===== config.mk =====
export PLATFORM = sky130hd
export DESIGN_NAME = rxhold_seq
export DESIGN_NICKNAME = d
export VERILOG_FILES = /design/src/rtl/rxhold_pkg.sv /design/src/rtl/rxhold_us_timer.sv /design/src/rtl/rxhold_step_guard.sv /design/src/rtl/rxhold_seq.sv
export SDC_FILE = /design/constraint.sdc
export NUM_CORES = 1
export LEC_CHECK = 0
export BUFFER_PORTS_ARGS = -buffer_cell sky130_fd_sc_hd__buf_2
export CAP_MARGIN = 40
export CORE_MARGIN = 2
export CORE_UTILIZATION = 44
export CTS_BUF_LIST = sky130_fd_sc_hd__clkbuf_4 sky130_fd_sc_hd__clkbuf_8 sky130_fd_sc_hd__clkbuf_16
export DETAILED_ROUTE_END_ITERATION = 10
export GPL_TIMING_DRIVEN = 0
export HOLD_SLACK_MARGIN = 0.05
export PLACE_DENSITY = 0.69
export SLEW_MARGIN = 30
export SYNTH_ARGS = -nofsm -noshare
export SYNTH_HDL_FRONTEND = slang
export SYNTH_HIERARCHICAL = 1
export SYNTH_SLANG_ARGS = --single-unit

===== constraint.sdc =====
create_clock -name clk -period 3.6 [get_ports clk]
set_input_delay 0.72 -clock clk [delete_from_list [all_inputs] [get_ports clk]]
set_output_delay 0.72 -clock clk [all_outputs]
set_load 0.05 [all_outputs]

===== src/rtl/rxhold_pkg.sv =====
package rxhold_pkg;

    typedef enum logic [2:0] {
        ST_STARTUP   = 3'd0,
        ST_INIT      = 3'd1,
        ST_WAIT_SYNC = 3'd2,
        ST_EOM_CHECK = 3'd3,
        ST_HOLD      = 3'd4,
        ST_CAL       = 3'd5,
        ST_HOP       = 3'd6
    } rx_state_t;

    localparam logic [1:0] BAND_315 = 2'd0;
    localparam logic [1:0] BAND_434 = 2'd1;
    localparam logic [1:0] BAND_868 = 2'd2;
    localparam logic [1:0] BAND_915 = 2'd3;

endpackage


===== src/rtl/rxhold_us_timer.sv =====
// Saturating microsecond counter with synchronous clear.
module rxhold_us_timer #(
    parameter int MAX_COUNT = 40,
    localparam int CNT_W = $clog2(MAX_COUNT + 1)
) (
    input  logic             clk,
    input  logic             rst,
    input  logic             clr,
    input  logic             tick,
    output logic [CNT_W-1:0] cnt_o
);
    localparam logic [CNT_W-1:0] TOP_V = CNT_W'(MAX_COUNT);

    always_ff @(posedge clk) begin
        if (rst || clr) begin
            cnt_o <= '0;
        end else if (tick && cnt_o != TOP_V) begin
            cnt_o <= cnt_o + 1'b1;
        end
    end

    // counter never passes its ceiling
    p_cnt_ceiling_r6: assert property (@(posedge clk) disable iff (rst)
        cnt_o <= TOP_V);

endmodule


===== src/rtl/rxhold_step_guard.sv =====
// Compares the magnitude of a signed step with the limit of the selected band.
module rxhold_step_guard
    import rxhold_pkg::*;
#(
    parameter int STEP_W     = 16,
    parameter int LIM_315KHZ = 1000,
    parameter int LIM_434KHZ = 1500,
    parameter int LIM_HIKHZ  = 3000,
    localparam int MAG_W = STEP_W + 1
) (
    input  logic [1:0]        band,
    input  logic [STEP_W-1:0] step_khz,
    output logic              over
);
    logic [MAG_W-1:0] ext;
    logic [MAG_W-1:0] mag;
    logic [MAG_W-1:0] lim;

    always_comb begin
        ext = {step_khz[STEP_W-1], step_khz};
        mag = ext[MAG_W-1] ? (~ext + 1'b1) : ext;
        unique case (band)
            BAND_315: lim = MAG_W'(LIM_315KHZ);
            BAND_434: lim = MAG_W'(LIM_434KHZ);
            BAND_868,
            BAND_915: lim = MAG_W'(LIM_HIKHZ);
            default:  lim = MAG_W'(LIM_HIKHZ);
        endcase
        over = mag > lim;
    end

endmodule


===== src/rtl/rxhold_seq.sv =====
module rxhold_seq
    import rxhold_pkg::*;
#(
    parameter int SETTLE_US  = 40,
    parameter int HOP_US     = 50,
    parameter int STEP_W     = 16,
    parameter int LIM_315KHZ = 1000,
    parameter int LIM_434KHZ = 1500,
    parameter int LIM_HIKHZ  = 3000
) (
    input  logic              clk,
    input  logic              rst,
    input  logic              us_tick,
    input  logic              startup_done,
    input  logic              init_done,
    input  logic              sync_found,
    input  logic              eom_done,
    input  logic              hold_bit,
    input  logic              recal_en,
    input  logic              self_poll,
    input  logic              cfg_wr,
    input  logic [1:0]        band,
    input  logic [STEP_W-1:0] step_khz,
    input  logic              cal_done,
    output logic [2:0]        state_o,
    output logic              cal_start,
    output logic              step_big
);
    localparam int TMR_MAX = (SETTLE_US > HOP_US) ? SETTLE_US : HOP_US;
    localparam int CNT_W   = $clog2(TMR_MAX + 1);
    localparam logic [CNT_W-1:0] SETTLE_V = CNT_W'(SETTLE_US);
    localparam logic [CNT_W-1:0] HOP_V    = CNT_W'(HOP_US);

    rx_state_t        state, nxt;
    logic [CNT_W-1:0] tmr_cnt;
    logic             tmr_clr;
    logic             step_over;
    logic             hold_req;
    logic             enter_hold;

    // hold honoured only from the receive states in slave run mode
    assign hold_req   = hold_bit && !self_poll &&
                        (state == ST_WAIT_SYNC || state == ST_EOM_CHECK);
    assign enter_hold = hold_req;

    rxhold_us_timer #(.MAX_COUNT(TMR_MAX)) u_timer (
        .clk   (clk),
        .rst   (rst),
        .clr   (tmr_clr),
        .tick  (us_tick),
        .cnt_o (tmr_cnt)
    );

    rxhold_step_guard #(
        .STEP_W     (STEP_W),
        .LIM_315KHZ (LIM_315KHZ),
        .LIM_434KHZ (LIM_434KHZ),
        .LIM_HIKHZ  (LIM_HIKHZ)
    ) u_guard (
        .band     (band),
        .step_khz (step_khz),
        .over     (step_over)
    );

    // next-state logic
    always_comb begin
        nxt = state;
        unique case (state)
            ST_STARTUP:   if (startup_done) nxt = ST_INIT;
            ST_INIT:      if (init_done)    nxt = ST_WAIT_SYNC;
            ST_WAIT_SYNC: begin
                if (hold_req)        nxt = ST_HOLD;
                else if (sync_found) nxt = ST_EOM_CHECK;
            end
            ST_EOM_CHECK: begin
                if (hold_req)      nxt = ST_HOLD;
                else if (eom_done) nxt = ST_WAIT_SYNC;
            end
            ST_HOLD: begin
                if (!hold_bit && !cfg_wr && tmr_cnt >= SETTLE_V)
                    nxt = recal_en ? ST_CAL : ST_INIT;
            end
            ST_CAL:       if (cal_done) nxt = ST_HOP;
            ST_HOP:       if (tmr_cnt >= HOP_V) nxt = ST_INIT;
            default:      nxt = ST_STARTUP;
        endcase
    end

    // timer restarts on hold entry, on a configuration write in hold, and on hop entry
    assign tmr_clr = enter_hold ||
                     (state == ST_HOLD && cfg_wr) ||
                     (state != ST_HOP && nxt == ST_HOP);

    // state register
    always_ff @(posedge clk) begin
        if (rst) state <= ST_STARTUP;
        else     state <= nxt;
    end

    // registered outputs
    always_ff @(posedge clk) begin
        if (rst) begin
            cal_start <= 1'b0;
            step_big  <= 1'b0;
        end else begin
            cal_start <= (state != ST_CAL) && (nxt == ST_CAL);
            if (enter_hold)
                step_big <= 1'b0;
            else if (state == ST_HOLD && !recal_en && step_over)
                step_big <= 1'b1;
        end
    end

    assign state_o = state;

    // ---------------- assertions ----------------
    p_reset_state_r1: assert property (@(posedge clk)
        rst |=> (state_o == 3'd0 && !cal_start && !step_big));

    p_hold_entry_r3: assert property (@(posedge clk) disable iff (rst)
        ((state == ST_WAIT_SYNC || state == ST_EOM_CHECK) && hold_bit && !self_poll)
        |=> state == ST_HOLD);

    p_no_hold_in_init_r3: assert property (@(posedge clk) disable iff (rst)
        (state == ST_INIT && !init_done) |=> state == ST_INIT);

    p_selfpoll_ignore_r4: assert property (@(posedge clk) disable iff (rst)
        (state == ST_WAIT_SYNC && self_poll && !sync_found) |=> state == ST_WAIT_SYNC);

    p_hold_stays_r5: assert property (@(posedge clk) disable iff (rst)
        (state == ST_HOLD && hold_bit) |=> state == ST_HOLD);

    p_settle_window_r6: assert property (@(posedge clk) disable iff (rst)
        (state == ST_HOLD && tmr_cnt < SETTLE_V) |=> state == ST_HOLD);

    p_cal_pulse_r7: assert property (@(posedge clk) disable iff (rst)
        cal_start |-> (state == ST_CAL && $past(state) != ST_CAL));

    p_cal_single_r7: assert property (@(posedge clk) disable iff (rst)
        cal_start |=> !cal_start);

    p_cal_wait_r8: assert property (@(posedge clk) disable iff (rst)
        (state == ST_CAL && !cal_done) |=> state == ST_CAL);

    p_hop_window_r8: assert property (@(posedge clk) disable iff (rst)
        (state == ST_HOP && tmr_cnt < HOP_V) |=> state == ST_HOP);

    p_flag_cleared_r10: assert property (@(posedge clk) disable iff (rst)
        $rose(state == ST_HOLD) |-> !step_big);

    p_flag_sticky_r10: assert property (@(posedge clk) disable iff (rst)
        (state != ST_HOLD && !enter_hold) |=> $stable(step_big));

    p_flag_no_recal_r9: assert property (@(posedge clk) disable iff (rst)
        (state == ST_HOLD && recal_en && !step_big) |=> !step_big);

endmodule


Yosys cells after proc, flatten, opt, wreduce, memory -nomap -nowiden
Index checks and enable logic that the tools add are counted.
{"block": "word_totals", "out_inout_bits": 5, "reg_bits": 11, "input_bits": 30, "elab_cells": 59}
{"block": "classes", "add_sub_neg": 2, "reduce_logical": 22, "n_eq_ne": 14, "muxes": 13, "magnitude_cmp": 3, "n_bitwise": 1}
{"cell": "17-bit case mux with 3 select lines", "n": 1}
{"cell": "3-bit 2-to-1 mux", "n": 10}
{"cell": "3-bit case mux with 7 select lines", "n": 1}
{"cell": "17-bit by 1-bit adder with 17-bit output (second input constant)", "n": 1}
{"cell": "17-bit > comparator", "n": 1}
{"cell": "17-bit 2-to-1 mux", "n": 1}
{"cell": "17-bit inverter", "n": 1}
{"cell": "3-bit == test (second input constant)", "n": 5}
{"cell": "6-bit greater-or-equal comparator (second input constant)", "n": 2}
{"cell": "1-bit logical AND", "n": 10}
{"cell": "6-bit by 1-bit adder with 6-bit output (second input constant)", "n": 1}
{"cell": "3-bit by 2-bit == test with 1-bit output (second input constant)", "n": 2}
{"cell": "3-bit != test (second input constant)", "n": 2}
{"cell": "6-bit != test (second input constant)", "n": 1}
{"cell": "2-bit == test (second input constant)", "n": 2}
{"cell": "1-bit logical NOT", "n": 4}
{"cell": "1-bit logical OR", "n": 4}
{"cell": "2-bit OR reduction", "n": 2}
{"cell": "3-bit by 1-bit == test with 1-bit output (second input constant)", "n": 1}
{"cell": "3-bit logical NOT", "n": 1}
{"cell": "2-bit by 1-bit == test with 1-bit output (second input constant)", "n": 1}
{"cell": "2-bit logical NOT", "n": 1}

Depth between registers and ports, before layout
{"block": "logic_depth", "depth_word": 9, "depth_mapped": 13, "ltp_nobuf": 13}

Cells and area by module
Netlist, hierarchy kept.
{"module": "rxhold_step_guard", "instances": 1, "area_per_inst_um2": 524.3, "cells_per_inst": 73, "seq_area_each_um2": 0.0}
{"module": "rxhold_seq", "instances": 1, "area_per_inst_um2": 379.1, "cells_per_inst": 42, "seq_area_each_um2": 100.1}
{"module": "rxhold_us_timer", "instances": 1, "area_per_inst_um2": 309.0, "cells_per_inst": 35, "seq_area_each_um2": 120.1}

Worst setup path before layout
Ideal clock, no wire load.
{"block": "synth_timing", "path_type": "input to register", "start": "in step_khz[0]", "end": "reg step_big", "slack_ps": 206, "path_buffers": 0, "cell_stages": 12, "required_time_ps": 3483, "t_arrival_ps": 3278, "setup_time_ps": 117, "cell_sequence": "inv_1 ha_1 or4b_1 o21ai_0 xnor2_1 ha_1 nand3_1 or4_1 a2111oi_0 a22oi_1 a22oi_1 nor2_1"}
{"block": "synth_via", "elab_chain_len": 5}
{"element": "from (decl)", "line": "rxhold_seq.sv:23", "text": "input logic [STEP_W-1:0] step_khz,"}
{"element": "17-bit inverter", "line": "rxhold_step_guard.sv:21", "text": "mag = ext[MAG_W-1] ? (~ext + 1'b1) : ext;"}
{"element": "17-bit by 1-bit adder with 17-bit output", "line": "rxhold_step_guard.sv:21"}
{"element": "17-bit 2-to-1 mux *", "line": "rxhold_step_guard.sv:21"}
{"element": "17-bit > comparator *", "line": "rxhold_step_guard.sv:29", "text": "over = mag > lim;"}
{"element": "via step_over", "line": "rxhold_seq.sv:37", "text": "logic step_over;"}
{"element": "1-bit logical AND *", "line": "rxhold_seq.sv:109", "text": "else if (state == ST_HOLD && !recal_en && step_over)"}
{"element": "to (signal assigned)", "line": "rxhold_seq.sv:104", "text": "step_big <= 1'b0;"}
{"element": "to (signal assigned)", "line": "rxhold_seq.sv:108", "text": "step_big <= 1'b0;"}
{"element": "to (signal assigned)", "line": "rxhold_seq.sv:110", "text": "step_big <= 1'b1;"}
{"element": "to (decl)", "line": "rxhold_seq.sv:27", "text": "output logic step_big"}
Mark *: on every way through the listed nets, which the timed path passes. The rest lies on a longest branch.
A chain may end at the register's enable or synchronous reset.

Worst setup path in the final report
Same ends and word-level chain as after synthesis.

==> reports/qor.csv <==
stage,metric,value,unit
logic_synthesis,Synth Net Count,190,
logic_synthesis,Synth Flop Type,dfxtp_1,
drt,initial DRC count,22,
floorplanning,IO Pins,35,
floorplanning,die height,56.5,um
worst_setup_path,"Arr. time, crit path",3.55,ns
cts,Root Driver,clkbuf_4,
sta,worst hold slack,0.529,ns
drt,vias,1253,
pwr,P_leak,0.639,nW
placement,post-DP HPWL,2300,um
floorplanning,Die X-Extent,56.5,um
logic_synthesis,Yosys cell types,52,
global_route,vias in the first global route,1145,
sta,Final Cycle Share,94.1,%
sta,unrepaired setup endpoints after global routing,false,
sta,Final Setup Violations,0,
cts,TritonCTS Buffers,3,
drt,Max Used Layer,met3,
drt,ANT nets after route,0,
placement,Port Buffers,34,
drt,Routed met3 length,156,um
global_route,first-pass GRT wire length,4620,um
logic_synthesis,async set-reset flop share out of synthesis,0,%
cts,# hold bufs at CTS,0,
drt,Avg Vias per Cell,5.72,
cts,Skew-Pair Late Insertion Delay,0.26,ns
cts,clk buf depth,2,
sta,final hold vios,0,
logic_synthesis,Syn Std Cell Area,0.00121,mm^2
sta,Slew HR,71.7,%
global_route,GRT overflow,0,
finish,P&R area growth vs syn,19.9,%
run_status,status,completed,
global_route,all-layer global routing usage,17.5,%
pwr,PD cells,242,mW/mm^2
placement,gpl congestion,0.805,
sta,Worst-Margin Slew,0.418,ns
sta,Achievable Freq,0.295,GHz
logic_synthesis,top cell type's share of synthesized area,18.2,%
sta,Final min period,3.39,ns
finish,share of layout cells above drive strength 1,27.1,%
worst_setup_path,CP Data Required Time,3.76,ns
logic_synthesis,ranking of synthesized cells by area,"dfxtp_1, ha_1, xnor2_1, nand2_1, a21o_1",
cts,TritonCTS sink count,11,
job,total of max-cap violations,0,
drt,met1 WL,1200,um
drt,drt total wl,2760,um
drt,DR WL met2,1400,um
floorplanning,Cell Rows,19,
worst_setup_path,kind of critical path,in -> reg,
logic_synthesis,sequential element share of the synthesized area,18.2,%
finish,Layout fillers,271,
cts,clk slew on worst S/H paths,0.07,ns
finish,diodes inserted,0,
drt,DR WL/cell,12.6,um
finish,nets,229,
logic_synthesis,"EDFF count, synth",0,
logic_synthesis,Cells after Synth,150,
pwr,Worst VDD drop,0.229,mV
global_route,largest net degree at the start of global routing,11,
worst_setup_path,Worst Setup End Kind,flip-flop,
floorplanning,die area,0.00319,mm^2
logic_synthesis,Yosys reg bits,11,
cts,CTS tree,yes,
drt,drt first pass iters,4,
logic_synthesis,YS warnings,6,
logic_synthesis,"area leader, netlist",dfxtp_1,
cts,H-tree Lvls,1,
pwr,Overall Power,0.000352,W
sta,"Slew Viols, Final",0,
floorplanning,initial core utilization,45.1,%
finish,final core utilization,54.1,%
worst_setup_path,startpoint types,input pin,
floorplanning,Core ar.,0.00269,mm^2
global_route,initial antenna violation count,0,
logic_synthesis,mean cell area of the mapped netlist,8.08,um^2
worst_setup_path,largest fanout on the critical path,5,
drt,DR DRC count,0,
hold_path,HP Class,reg -> reg,
sta,Final Skew,0.00386,ns
worst paths after layout:
kind | from | end | slack [ns] | depth (start not counted)
setup / recovery | step_khz[0] | step_big | 0.21 | 13
hold / removal | u_timer/cnt_o[0] | u_timer/cnt_o[0] | 0.53 | 2
setup reg to reg | state_o[2] | u_timer/cnt_o[1] | 2.12 | 4
hold reg to reg | u_timer/cnt_o[0] | u_timer/cnt_o[0] | 0.53 | 2
metrics by stage:
stage | worst slack, ns | instance area (um^2) | std cells | setup TNS, ns
after floorplan | 0.206 | 1210 | 150 | 0
after global placement | -0.152 | 1420 | 215 | -0.152
after detailed placement | -0.271 | 1420 | 215 | -0.271
after CTS | 0.00738 | 1450 | 219 | 0
after global routing | 0.0366 | 1450 | 219 | 0
final | 0.213 | 1450 | 219 | 0
timing repair:
action / in CTS / in global routing
buffers inserted: 0 / 0
endpoints found under the setup margin: 0 / 1
gates resized for setup: 0 / 3
kinds of logic (layout without fill, tap and decap cells):
family	Yosys count	count (layout)	synth area share, %
simple gates	62	62	32.1
fa+ha+maj	10	10	10.3
mux	3	3	2.58
flops	11	11	18.2
xor+xnor	11	11	7.95
buf+inv	13	51	4.95
compound gates	40	40	23.9
worst max-delay path: stages:
cell and delay (ns):
buf_2 0.11, inv_1 0.07, ha_1 0.21, or4b_4 0.52, o21ai_1 0.17, xnor2_1 0.09
ha_1 0.30, nand3_1 0.09, or4_1 0.51, a2111oi_1 0.38, a22oi_1 0.16, a22oi_1 0.18
nor2_1 0.05
flip-flops by register name (all words and copies together) (netlist names):
signal and count:
state_o 3, cal_start 1, step_big 1, u_timer/cnt_o 6
cell usage after synthesis (3+ instances only):
library cell / instances
xor2_1: 3
or3_1: 3
nand2b_1: 3
xnor2_1: 8
inv_1: 8
a21oi_1: 7
nand2_1: 14
o21ai_0: 4
a21o_1: 5
nor2_1: 9
dfxtp_1: 11
nor3_1: 4
ha_1: 10
nand3_1: 6
o31ai_1: 3
final cells by class:
cell class	count	area (um^2)	share of cell area [%]
Multi-Input combinational cell	126	937	64.5
Sequential cell	11	220	15.1
Timing Repair Buffer	34	170	11.7
Tap cell	31	38.8	2.67
Inverter	9	33.8	2.32
Buffer	4	26.3	1.81
Clock buffer	3	22.5	1.55
Clock inverter	1	5.00	0.344
layout by cell type, fill, tap and decap left out, types with 3 or more instances in the layout:
cell type	synthesis	final
buf_2	0	34
nand2_1	14	14
dfxtp_1	11	11
ha_1	10	10
nor2_1	9	9
inv_1	8	8
xnor2_1	8	8
a21oi_1	7	7
nand3_1	6	6
a21o_1	5	5
nor3_1	4	4
nand2b_1	3	3
o21ai_1	2	3
clkbuf_4	0	3
o31ai_1	3	3
o21ai_0	4	3
or3_1	3	3
xor2_1	3	3
metal layers:
layer  GRT usage, %  up-vias
met5              0        -
met4           5.10        0
met3           1.38        0
met2           32.2       42
met1           21.2      571
li1               -      640
where the power goes:
part | switching, W | internal [W]
Sequential | 0.00000631 | 0.000127
Clock | 0.0000407 | 0.0000410
Combinational | 0.0000756 | 0.0000607
Total | 0.000123 | 0.000229
(Power assumes the default switching activity.)
